File: src/rtl/status_pkg.sv
package status_pkg;
  localparam int SW = 8;
  localparam int B_GIE   = 0;
  localparam int B_ZERO  = 1;
  localparam int B_CARRY = 2;
  localparam int B_BANK  = 4;
  localparam int B_PG_LO = 6;
  localparam int B_PG_HI = 7;
  localparam logic [SW-1:0] LIVE_MASK =
    (SW'(1) << B_GIE) | (SW'(1) << B_ZERO) | (SW'(1) << B_CARRY) |
    (SW'(1) << B_BANK) | (SW'(1) << B_PG_LO) | (SW'(1) << B_PG_HI);

  typedef enum logic [1:0] {
    FOP_AND = 2'd0,
    FOP_OR  = 2'd1,
    FOP_XOR = 2'd2,
    FOP_NOP = 2'd3
  } fop_e;
endpackage

File: src/rtl/status_flag_core.sv
module status_flag_core
  import status_pkg::*;
(
  input  logic          clk,
  input  logic          rst_n,
  input  logic          alu_upd_i,
  input  logic          alu_carry_i,
  input  logic          alu_zero_i,
  input  logic          fop_valid_i,
  input  logic [1:0]    fop_code_i,
  input  logic [SW-1:0] fop_imm_i,
  input  logic          reti_valid_i,
  input  logic [SW-1:0] reti_data_i,
  input  logic          gie_clr_i,
  output logic [SW-1:0] flags_o
);
  logic [SW-1:0] flags_q;
  logic [SW-1:0] flags_d;
  logic [SW-1:0] fop_res;

  always_comb begin
    unique case (fop_e'(fop_code_i))
      FOP_AND: fop_res = flags_q & fop_imm_i;
      FOP_OR:  fop_res = flags_q | fop_imm_i;
      FOP_XOR: fop_res = flags_q ^ fop_imm_i;
      default: fop_res = flags_q;
    endcase
  end

  always_comb begin
    flags_d = flags_q;
    if (alu_upd_i) begin
      flags_d[B_CARRY] = alu_carry_i;
      flags_d[B_ZERO]  = alu_zero_i;
    end
    if (fop_valid_i) flags_d = fop_res;
    if (reti_valid_i) flags_d = reti_data_i;
    flags_d = flags_d & LIVE_MASK;
    if (gie_clr_i) flags_d[B_GIE] = 1'b0;
  end

  always_ff @(posedge clk or negedge rst_n) begin
    if (!rst_n) flags_q <= '0;
    else        flags_q <= flags_d;
  end

  assign flags_o = flags_q;
endmodule

File: src/rtl/status_irq_gate.sv
module status_irq_gate
  import status_pkg::*;
(
  input  logic          clk,
  input  logic          rst_n,
  input  logic          step_i,
  input  logic          irq_i,
  input  logic [SW-1:0] flags_i,
  input  logic          push_ready_i,
  output logic          push_valid_o,
  output logic [SW-1:0] push_data_o,
  output logic          ack_o,
  output logic          gie_clr_o
);
  logic          pend_q;
  logic          ack_q;
  logic [SW-1:0] save_q;
  logic          take;
  logic          done;

  assign take = step_i & irq_i & flags_i[B_GIE] & ~pend_q;
  assign done = pend_q & push_ready_i;

  always_ff @(posedge clk or negedge rst_n) begin
    if (!rst_n) begin
      pend_q <= 1'b0;
      ack_q  <= 1'b0;
      save_q <= '0;
    end else begin
      ack_q <= take;
      if (take) begin
        pend_q <= 1'b1;
        save_q <= flags_i;
      end else if (done) begin
        pend_q <= 1'b0;
      end
    end
  end

  assign push_valid_o = pend_q;
  assign push_data_o  = save_q;
  assign ack_o        = ack_q;
  assign gie_clr_o    = done;
endmodule

File: src/rtl/status_bus_port.sv
module status_bus_port
  import status_pkg::*;
#(
  parameter int              ADDR_W    = 8,
  parameter logic [ADDR_W-1:0] FLAG_ADDR = 8'hF7
) (
  input  logic              rd_en_i,
  input  logic [ADDR_W-1:0] rd_addr_i,
  input  logic              wr_en_i,
  input  logic [ADDR_W-1:0] wr_addr_i,
  input  logic [SW-1:0]     wr_data_i,
  input  logic [SW-1:0]     flags_i,
  output logic [SW-1:0]     rd_data_o,
  output logic              rd_hit_o,
  output logic [ADDR_W:0]   reg_addr_o
);
  logic hit;
  logic wr_unused;

  // Decode ignores the bank bit: the register answers in both banks.
  assign hit        = rd_en_i && (rd_addr_i == FLAG_ADDR);
  assign rd_hit_o   = hit;
  assign rd_data_o  = hit ? flags_i : '0;
  assign reg_addr_o = {flags_i[B_BANK], rd_addr_i};
  // Writes are deliberately dropped; the register is read-only on the bus.
  assign wr_unused  = ^{wr_en_i, wr_addr_i, wr_data_i};
endmodule

File: src/rtl/cpu_status_reg.sv
module cpu_status_reg
  import status_pkg::*;
#(
  parameter int                ADDR_W    = 8,
  parameter logic [ADDR_W-1:0] FLAG_ADDR = 8'hF7
) (
  input  logic              clk,
  input  logic              rst_n,
  input  logic              step_i,
  input  logic              alu_upd_i,
  input  logic              alu_carry_i,
  input  logic              alu_zero_i,
  input  logic              fop_valid_i,
  input  logic [1:0]        fop_code_i,
  input  logic [7:0]        fop_imm_i,
  input  logic              reti_valid_i,
  input  logic [7:0]        reti_data_i,
  input  logic              irq_i,
  output logic              irq_ack_o,
  output logic              push_valid_o,
  input  logic              push_ready_i,
  output logic [7:0]        push_data_o,
  input  logic              rd_en_i,
  input  logic [ADDR_W-1:0] rd_addr_i,
  output logic [7:0]        rd_data_o,
  output logic              rd_hit_o,
  input  logic              wr_en_i,
  input  logic [ADDR_W-1:0] wr_addr_i,
  input  logic [7:0]        wr_data_i,
  output logic              bank_o,
  output logic [ADDR_W:0]   reg_addr_o,
  output logic [7:0]        flags_o
);
  logic [SW-1:0] flags;
  logic          gie_clr;

  status_flag_core u_core (
    .clk          (clk),
    .rst_n        (rst_n),
    .alu_upd_i    (alu_upd_i),
    .alu_carry_i  (alu_carry_i),
    .alu_zero_i   (alu_zero_i),
    .fop_valid_i  (fop_valid_i),
    .fop_code_i   (fop_code_i),
    .fop_imm_i    (fop_imm_i),
    .reti_valid_i (reti_valid_i),
    .reti_data_i  (reti_data_i),
    .gie_clr_i    (gie_clr),
    .flags_o      (flags)
  );

  status_irq_gate u_gate (
    .clk          (clk),
    .rst_n        (rst_n),
    .step_i       (step_i),
    .irq_i        (irq_i),
    .flags_i      (flags),
    .push_ready_i (push_ready_i),
    .push_valid_o (push_valid_o),
    .push_data_o  (push_data_o),
    .ack_o        (irq_ack_o),
    .gie_clr_o    (gie_clr)
  );

  status_bus_port #(.ADDR_W(ADDR_W), .FLAG_ADDR(FLAG_ADDR)) u_bus (
    .rd_en_i    (rd_en_i),
    .rd_addr_i  (rd_addr_i),
    .wr_en_i    (wr_en_i),
    .wr_addr_i  (wr_addr_i),
    .wr_data_i  (wr_data_i),
    .flags_i    (flags),
    .rd_data_o  (rd_data_o),
    .rd_hit_o   (rd_hit_o),
    .reg_addr_o (reg_addr_o)
  );

  assign bank_o  = flags[B_BANK];
  assign flags_o = flags;
endmodule

File: config.mk
export PLATFORM = sky130hd
export DESIGN_NAME = cpu_status_reg
export DESIGN_NICKNAME = d
export VERILOG_FILES = /design/src/rtl/status_pkg.sv /design/src/rtl/status_flag_core.sv /design/src/rtl/status_irq_gate.sv /design/src/rtl/status_bus_port.sv /design/src/rtl/cpu_status_reg.sv
export SDC_FILE = /design/constraint.sdc
export NUM_CORES = 1
export LEC_CHECK = 0
export ABC_CLOCK_PERIOD_IN_PS = 3500
export CAP_MARGIN = 40
export CORE_ASPECT_RATIO = 1.75
export CORE_UTILIZATION = 57
export CTS_BUF_LIST = sky130_fd_sc_hd__clkbuf_2
export CTS_CLUSTER_SIZE = 20
export DETAILED_ROUTE_END_ITERATION = 10
export DONT_BUFFER_PORTS = 1
export GPL_TIMING_DRIVEN = 0
export PLACE_DENSITY = 0.84
export SLEW_MARGIN = 40
export SYNTH_ARGS = -nofsm -noshare
export SYNTH_HDL_FRONTEND = slang
export SYNTH_HIERARCHICAL = 1
export SYNTH_SLANG_ARGS = --single-unit
File: constraint.sdc
create_clock -name clk -period 3.5 [get_ports clk]
set_clock_uncertainty 0.05 [all_clocks]
set_input_delay 0.525 -clock clk [delete_from_list [all_inputs] [get_ports clk]]
set_output_delay 0.525 -clock clk [all_outputs]
set_load 0.03 [all_outputs]
# After elaboration in Yosys (flattened, before gate mapping)
# Index checks and enable logic that the tools add are counted.
classes:
  add_sub_neg: 0
  mul: 0
  div: 0
  magnitude_cmp: 0
  n_eq_ne: 4
  shift: 0
  muxes: 8
  bitwise_logic: 8
  reduce_logical: 11
ops:
  columns: ["cell", "count"]
  rows:
  - ["2-to-1 mux 8 bit", 3]
  - ["one-hot mux 8 bit (3 select lines)", 1]
  - ["bitwise AND 8 bit", 1]
  - ["== test 8 bit, second input constant", 1]
  - ["OR 8 bit", 1]
  - ["XOR 8 bit", 1]
  - ["AND reduction 2 bit", 3]
  - ["nonzero test 3 bit", 2]
  - ["!= test 5 x 1 -> 1 bit, second input constant", 1]
  - ["nonzero test 5 bit", 1]
  - ["bitwise AND 1 bit", 4]
  - ["nonzero test 2 bit", 2]
  - ["nonzero test 4 bit", 1]
  - ["2-to-1 mux 1 bit", 3]
  - ["== test 2 x 1 -> 1 bit, second input constant", 1]
  - ["== test 2 bit, second input constant", 1]
  - ["logical NOT 2 bit", 1]
  - ["2-to-1 mux 2 bit", 1]
  - ["logical AND 1 bit", 1]
  - ["NOT 1 bit", 1]
word_totals:
  regBits: 14
  latchBits: 0
  ramBits: 0
  rom_bits: 0
  input_bits: 54
  output_inout_bits: 37
  elab_cells: 37
  mem_count: 0

# Logic depth before layout (Yosys ltp)
# Gate-level depths: netlist of run 1.
logic_depth:
  ltp_word: 5
  ltp_mapped: 6
  ltp_nobuf: 5

# Hierarchy
# Netlist of run 1, hierarchy kept.
modules_own_cells:
  columns: ["mod", "instances", "cells_per_inst", "area_per_inst_um2", "seq_area_each_um2"]
  rows:
  - ["status_flag_core", 1, 86, 720.7, 150.1]
  - ["status_irq_gate", 1, 23, 380.4, 250.2]
  - ["status_bus_port", 1, 31, 207.7, 0.0]
  - ["cpu_status_reg", 1, 1, 7.5, 0.0]

# Worst setup path before layout of run 1
# Ideal clock, no wire load.
synth_timing:
  kind: "input port to output port"
  start: "in rd_addr_i[3]"
  end: "out rd_data_o[2]"
  arrival_ps: 1769
  required_time_ps: 2925
  path_slack_ps: 1156
  cell_stages: 3
  path_buffers: 1
  cell_sequence: "nand2b_4 > buf_6 > nor4_1"
synth_via:
  elab_chain_len: 3
synth_lines:
  columns: ["item", "line", "source"]
  rows:
  - ["from (decl)", "cpu_status_reg.sv:24", "input logic [ADDR_W-1:0] rd_addr_i,"]
  - ["== test 8 bit", "status_bus_port.sv:21", "assign hit = rd_en_i && (rd_addr_i == FLAG_ADDR);"]
  - ["logical AND 1 bit", "status_bus_port.sv:21", null]
  - ["2-to-1 mux 8 bit", "status_bus_port.sv:23", "assign rd_data_o = hit ? flags_i : '0;"]
  - ["to (decl)", "cpu_status_reg.sv:25", "output logic [7:0] rd_data_o,"]
# No other way between the ends.

# Worst setup path in the final report of run 1
layout_timing:
  start: "reg u_core.flags_q[0], in the netlist u_core/flags_o[0]"
  end: "out rd_data_o[0]"
layout_via:
  elab_chain_len: 1
layout_lines:
  columns: ["item", "line", "source"]
  rows:
  - ["from (decl)", "status_flag_core.sv:17", "logic [SW-1:0] flags_q;"]
  - ["from (signal assigned)", "status_flag_core.sv:44", "else flags_q <= flags_d;"]
  - ["2-to-1 mux 8 bit", "status_bus_port.sv:23", null]
# No other way between the ends.

==> results of run 1 <==
==> cell type report <==
type / instances / share of cell area [%]
Timing Repair Buffer: 1 / 0.704
Clock buffer: 3 / 1.06
Inverter: 21 / 5.55
Tap cell: 24 / 2.11
Buffer: 15 / 8.19
Sequential cell: 16 / 28.2
Clock inverter: 1 / 0.264
Multi-Input combinational cell: 90 / 54.0
==> per-stage QoR <==
stage	worst slack [ps]	cells	hold WS (ps)
2_1_floorplan	1160	142	179
3_3_place_gp	1110	166	180
3_5_place_dp	1420	166	180
4_1_cts	1150	171	286
5_1_grt	1070	171	271
6_report	1190	171	299
==> state kept, by name (all words and copies together) (netlist names) <==
name	flops
u_gate/push_data_o	8
u_core/flags_o	6
u_gate/ack_o	1
u_gate/push_valid_o	1
==> critical path: cells and delay by family (launching register included) <==
kind | cells | cell delay, ps
AND/OR/NAND/NOR | 1 | 710
flip-flops | 1 | 640
buffers and inverters | 1 | 120
==> final timing paths <==
path                            depth (start not counted)                                 to                               from  slack, ps
max in group asynchronous                               1      u_core/flags_o[0]$_DFFE_PN0P_                              rst_n       2300
worst min-delay path                                    1    u_gate/push_valid_o$_DFFE_PN0P_                       push_ready_i        300
worst max register to register                          5      u_core/flags_o[0]$_DFFE_PN0P_      u_core/flags_o[0]$_DFFE_PN0P_       1770
worst min register to register                          1  u_gate/push_data_o[0]$_DFFE_PN0P_  u_gate/push_data_o[0]$_DFFE_PN0P_        650
min in group asynchronous                               1  u_gate/push_data_o[5]$_DFFE_PN0P_                              rst_n        670
worst max-delay path                                    2                       rd_data_o[0]      u_core/flags_o[0]$_DFFE_PN0P_       1190
==> Yosys cell counts <==
library cell / n
sky130_fd_sc_hd__a21oi_1: 2
sky130_fd_sc_hd__a22o_2: 5
sky130_fd_sc_hd__a22oi_1: 3
sky130_fd_sc_hd__a31oi_1: 5
sky130_fd_sc_hd__and2_2: 1
sky130_fd_sc_hd__buf_4: 12
sky130_fd_sc_hd__buf_6: 2
sky130_fd_sc_hd__clkbuf_1: 1
sky130_fd_sc_hd__conb_1: 1
sky130_fd_sc_hd__dfrtp_1: 16
sky130_fd_sc_hd__ha_1: 16
sky130_fd_sc_hd__inv_1: 21
sky130_fd_sc_hd__mux2_2: 7
sky130_fd_sc_hd__nand2_1: 8
sky130_fd_sc_hd__nand2b_1: 2
sky130_fd_sc_hd__nand2b_4: 1
sky130_fd_sc_hd__nand3_1: 1
sky130_fd_sc_hd__nand4_4: 1
sky130_fd_sc_hd__nand4b_4: 1
sky130_fd_sc_hd__nor2_1: 2
sky130_fd_sc_hd__nor2b_1: 6
sky130_fd_sc_hd__nor3_1: 4
sky130_fd_sc_hd__nor3b_1: 1
sky130_fd_sc_hd__nor4_1: 10
sky130_fd_sc_hd__o21a_1: 1
sky130_fd_sc_hd__o21ai_0: 6
sky130_fd_sc_hd__o31a_1: 2
sky130_fd_sc_hd__or2_2: 1
sky130_fd_sc_hd__or2b_1: 1
sky130_fd_sc_hd__or3_1: 1
==> where the power goes <==
| group | switching, W | internal (W) |
|---|---|---|
| Combinational | 0.0000780 | 0.0000762 |
| Sequential | 0.000131 | 0.000227 |
| Clock | 0.0000499 | 0.0000248 |
| Total | 0.000259 | 0.000328 |
==> repair_timing <==
| action | in CTS | in global routing |
|---|---|---|
| setup endpoints to repair | 0 | 0 |
| hold endpoints to repair | 16 | 0 |
| buffers inserted | 0 | 0 |
| hold buffers | 1 | 0 |
==> kinds of logic (layout without fill, tap and decap cells) <==
logic type | Yosys count | count (layout) | share of synthesized area, %
other | 1 | 2 | 0.285
and+or+nand+nor | 41 | 41 | 20.4
buffers and inverters | 36 | 41 | 14.8
adders and majority gates | 16 | 16 | 15.2
AOI/OAI and AO/OA | 24 | 24 | 12.8
DFF | 16 | 16 | 30.4
muxes | 7 | 7 | 5.99
==> metal layers <==
metal | global-route usage (%) | up-vias | routed length, um
met3 | 3.72 | 2 | 233
met5 | 0 | - | 0
li1 | - | 489 | -
met1 | 20.5 | 476 | 851
met4 | 8.48 | 0 | 19
met2 | 43.2 | 67 | 1510
==> run_results.csv, run 1 <==
group,metric,value,unit
status,status,"complete, no violations",
final_layout,area.growth.synth_to_final,7.98,%
timing,timing_max_transition_violations_final,0,
synth,netlist.area_leader.share,30.4,%
setup_path,worst-endpoint-required,2920,ps
power_and_ir_drop,irDropWorstVdd,0.000179,V
final_layout,multiInputGateArea,767,um^2
setup_path,startpoint_type,"flip-flop",
floorplanning,fp.dieW,38.3,um
synth,ys_seq_area_share,30.4,%
timing,rsz0062_at_grt,"false",
routing,drc_errors,0,
min_path,hold_class,"input port to flip-flop",
timing,setup_violations,0,
setup_path,critical_path_class,"flip-flop to output pin",
routing,antenna_left,0,
placement,hpwlAfterDp,2130,um
synth,synth.top_cells.by_area,"sky130_fd_sc_hd__dfrtp_1 (30%), sky130_fd_sc_hd__ha_1 (15%), sky130_fd_sc_hd__buf_4 (6.8%)",
global_routing,grt.overflow.total,0,
setup_path,critical_path.slowest_cell,"sky130_fd_sc_hd__nor4_2",
clock_tree,htreeDepth,1,
final_layout,most_frequent_cells_in_the_layout,"sky130_fd_sc_hd__inv_1 (21), sky130_fd_sc_hd__ha_1 (16), sky130_fd_sc_hd__dfrtp_1 (16), sky130_fd_sc_hd__buf_4 (12), sky130_fd_sc_hd__nand2_1 (8)",
final_layout,final_core_utilization,66.2,%
power_and_ir_drop,power,0.000587,W
routing,detail_route.first_pass.iterations,4,
timing,timing_hold_violations_final,0,
run,max-cap-violations,0,
global_routing,grt_first_pass_wirelength,4040,um
power_and_ir_drop,power_density,413,nW/um^2
timing,timing_worst_slew_pin_value,1300,ps
routing,initialDrtViolationCount,23,
placement,postPlaceCellArea,1390,um^2
clock_tree,path_clk_slew,130,ps
setup_path,cp_capture_type,"output pin",
synth,synth_warnings,6,
setup_path,worst_ep_arrival_time,1740,ps
final_layout,insertedDiodeCount,0,
floorplanning,top_level_ports,91,
routing,via_per_inst,6.05,
setup_path,critPathMaxStageDelay,710,ps
routing,postRouteWirelength,2620,um
floorplanning,dieHeight,65.6,um
clock_tree,clock_latency,270,ps
routing,post_drt_wl_per_cell,15.3,um
global_routing,grt_antenna_before_repair,0,
power_and_ir_drop,total_leakage_power,0.678,nW
synth,synth_area,1320,um^2
setup_path,crit_fanout,5,
floorplanning,die_area,2510,um^2
floorplanning,floorplan.initialDensity,61.3,%
floorplanning,placeableCoreArea,2150,um^2
clock_tree,clock_tree.buffer_depth,2,
synth,synth_area_leader_cell,"sky130_fd_sc_hd__dfrtp_1",
clock_tree,clock_tree.root_cell,"sky130_fd_sc_hd__clkbuf_2",
synth,post_synth.cell_area_avg,9.34,um^2
global_routing,grt_usage,22.1,%
synth,ys_seq_elements,16,
floorplanning,row_count,22,
clock_tree,clkSinkCount,16,
global_routing,first_global_vias,1019,
routing,total_number_of_vias,1034,
clock_tree,cts_tree,"yes",
clock_tree,numCtsBuffers,3,
timing,timing.final.crit_period,2310,ps
timing,final_period_util,66.1,%
placement,place.gp.congestion,0.757,
final_layout,layout.area.seq,400,um^2
synth,netlist-cell-type-count,30,
global_routing,grt_max_degree,17,
timing,slew_headroom,12.6,%
placement,io_buffer_count,0,
final_layout,mostFrequentLayoutCell,"sky130_fd_sc_hd__inv_1",
final_layout,final.fill_count,177,
final_layout,final_layout_size_suffix_gt1_share,27.9,%
setup_path,timing.critical_path.cells,"inv_1 -> nor4_2",
synth,syn-instance-count,141,
timing,timing.setup.tns,0,ps
timing,achievable-frequency,433,MHz
final_layout,final_net_count,218,
final_layout,final_instance_area,1420,um^2
clock_tree,ctsResizeCount,0,
No activity file was read; power rests on OpenSTA's default activity.
==> run 2, diff against run 1 <==
--- a/config.mk
+++ b/config.mk
@@ -5,7 +5,7 @@
 export SDC_FILE = /design/constraint.sdc
 export NUM_CORES = 1
 export LEC_CHECK = 0
-export ABC_CLOCK_PERIOD_IN_PS = 3500
+export ABC_CLOCK_PERIOD_IN_PS = 2300
 export CAP_MARGIN = 40
 export CORE_ASPECT_RATIO = 1.75
 export CORE_UTILIZATION = 57
==> constraint.sdc (replaced) <==
create_clock -name clk -period 2.3 [get_ports clk]
set_clock_uncertainty 0.05 [all_clocks]
set_input_delay 0.345 -clock clk [delete_from_list [all_inputs] [get_ports clk]]
set_output_delay 0.345 -clock clk [all_outputs]
set_load 0.03 [all_outputs]
==> results of run 2 <==
Same layout as run 1 (identical final DEF). Status: complete, no violations.
Among the figures that moved: setup slack after placement 1420 ps -> 456 ps; setup slack after layout 1190 ps -> 168 ps; hold slack 299 ps -> 119 ps; register-to-register setup slack 1770 ps -> 570 ps; total power 0.000587 W -> 0.000893 W; worst IR drop on VDD 0.000179 V -> 0.000272 V
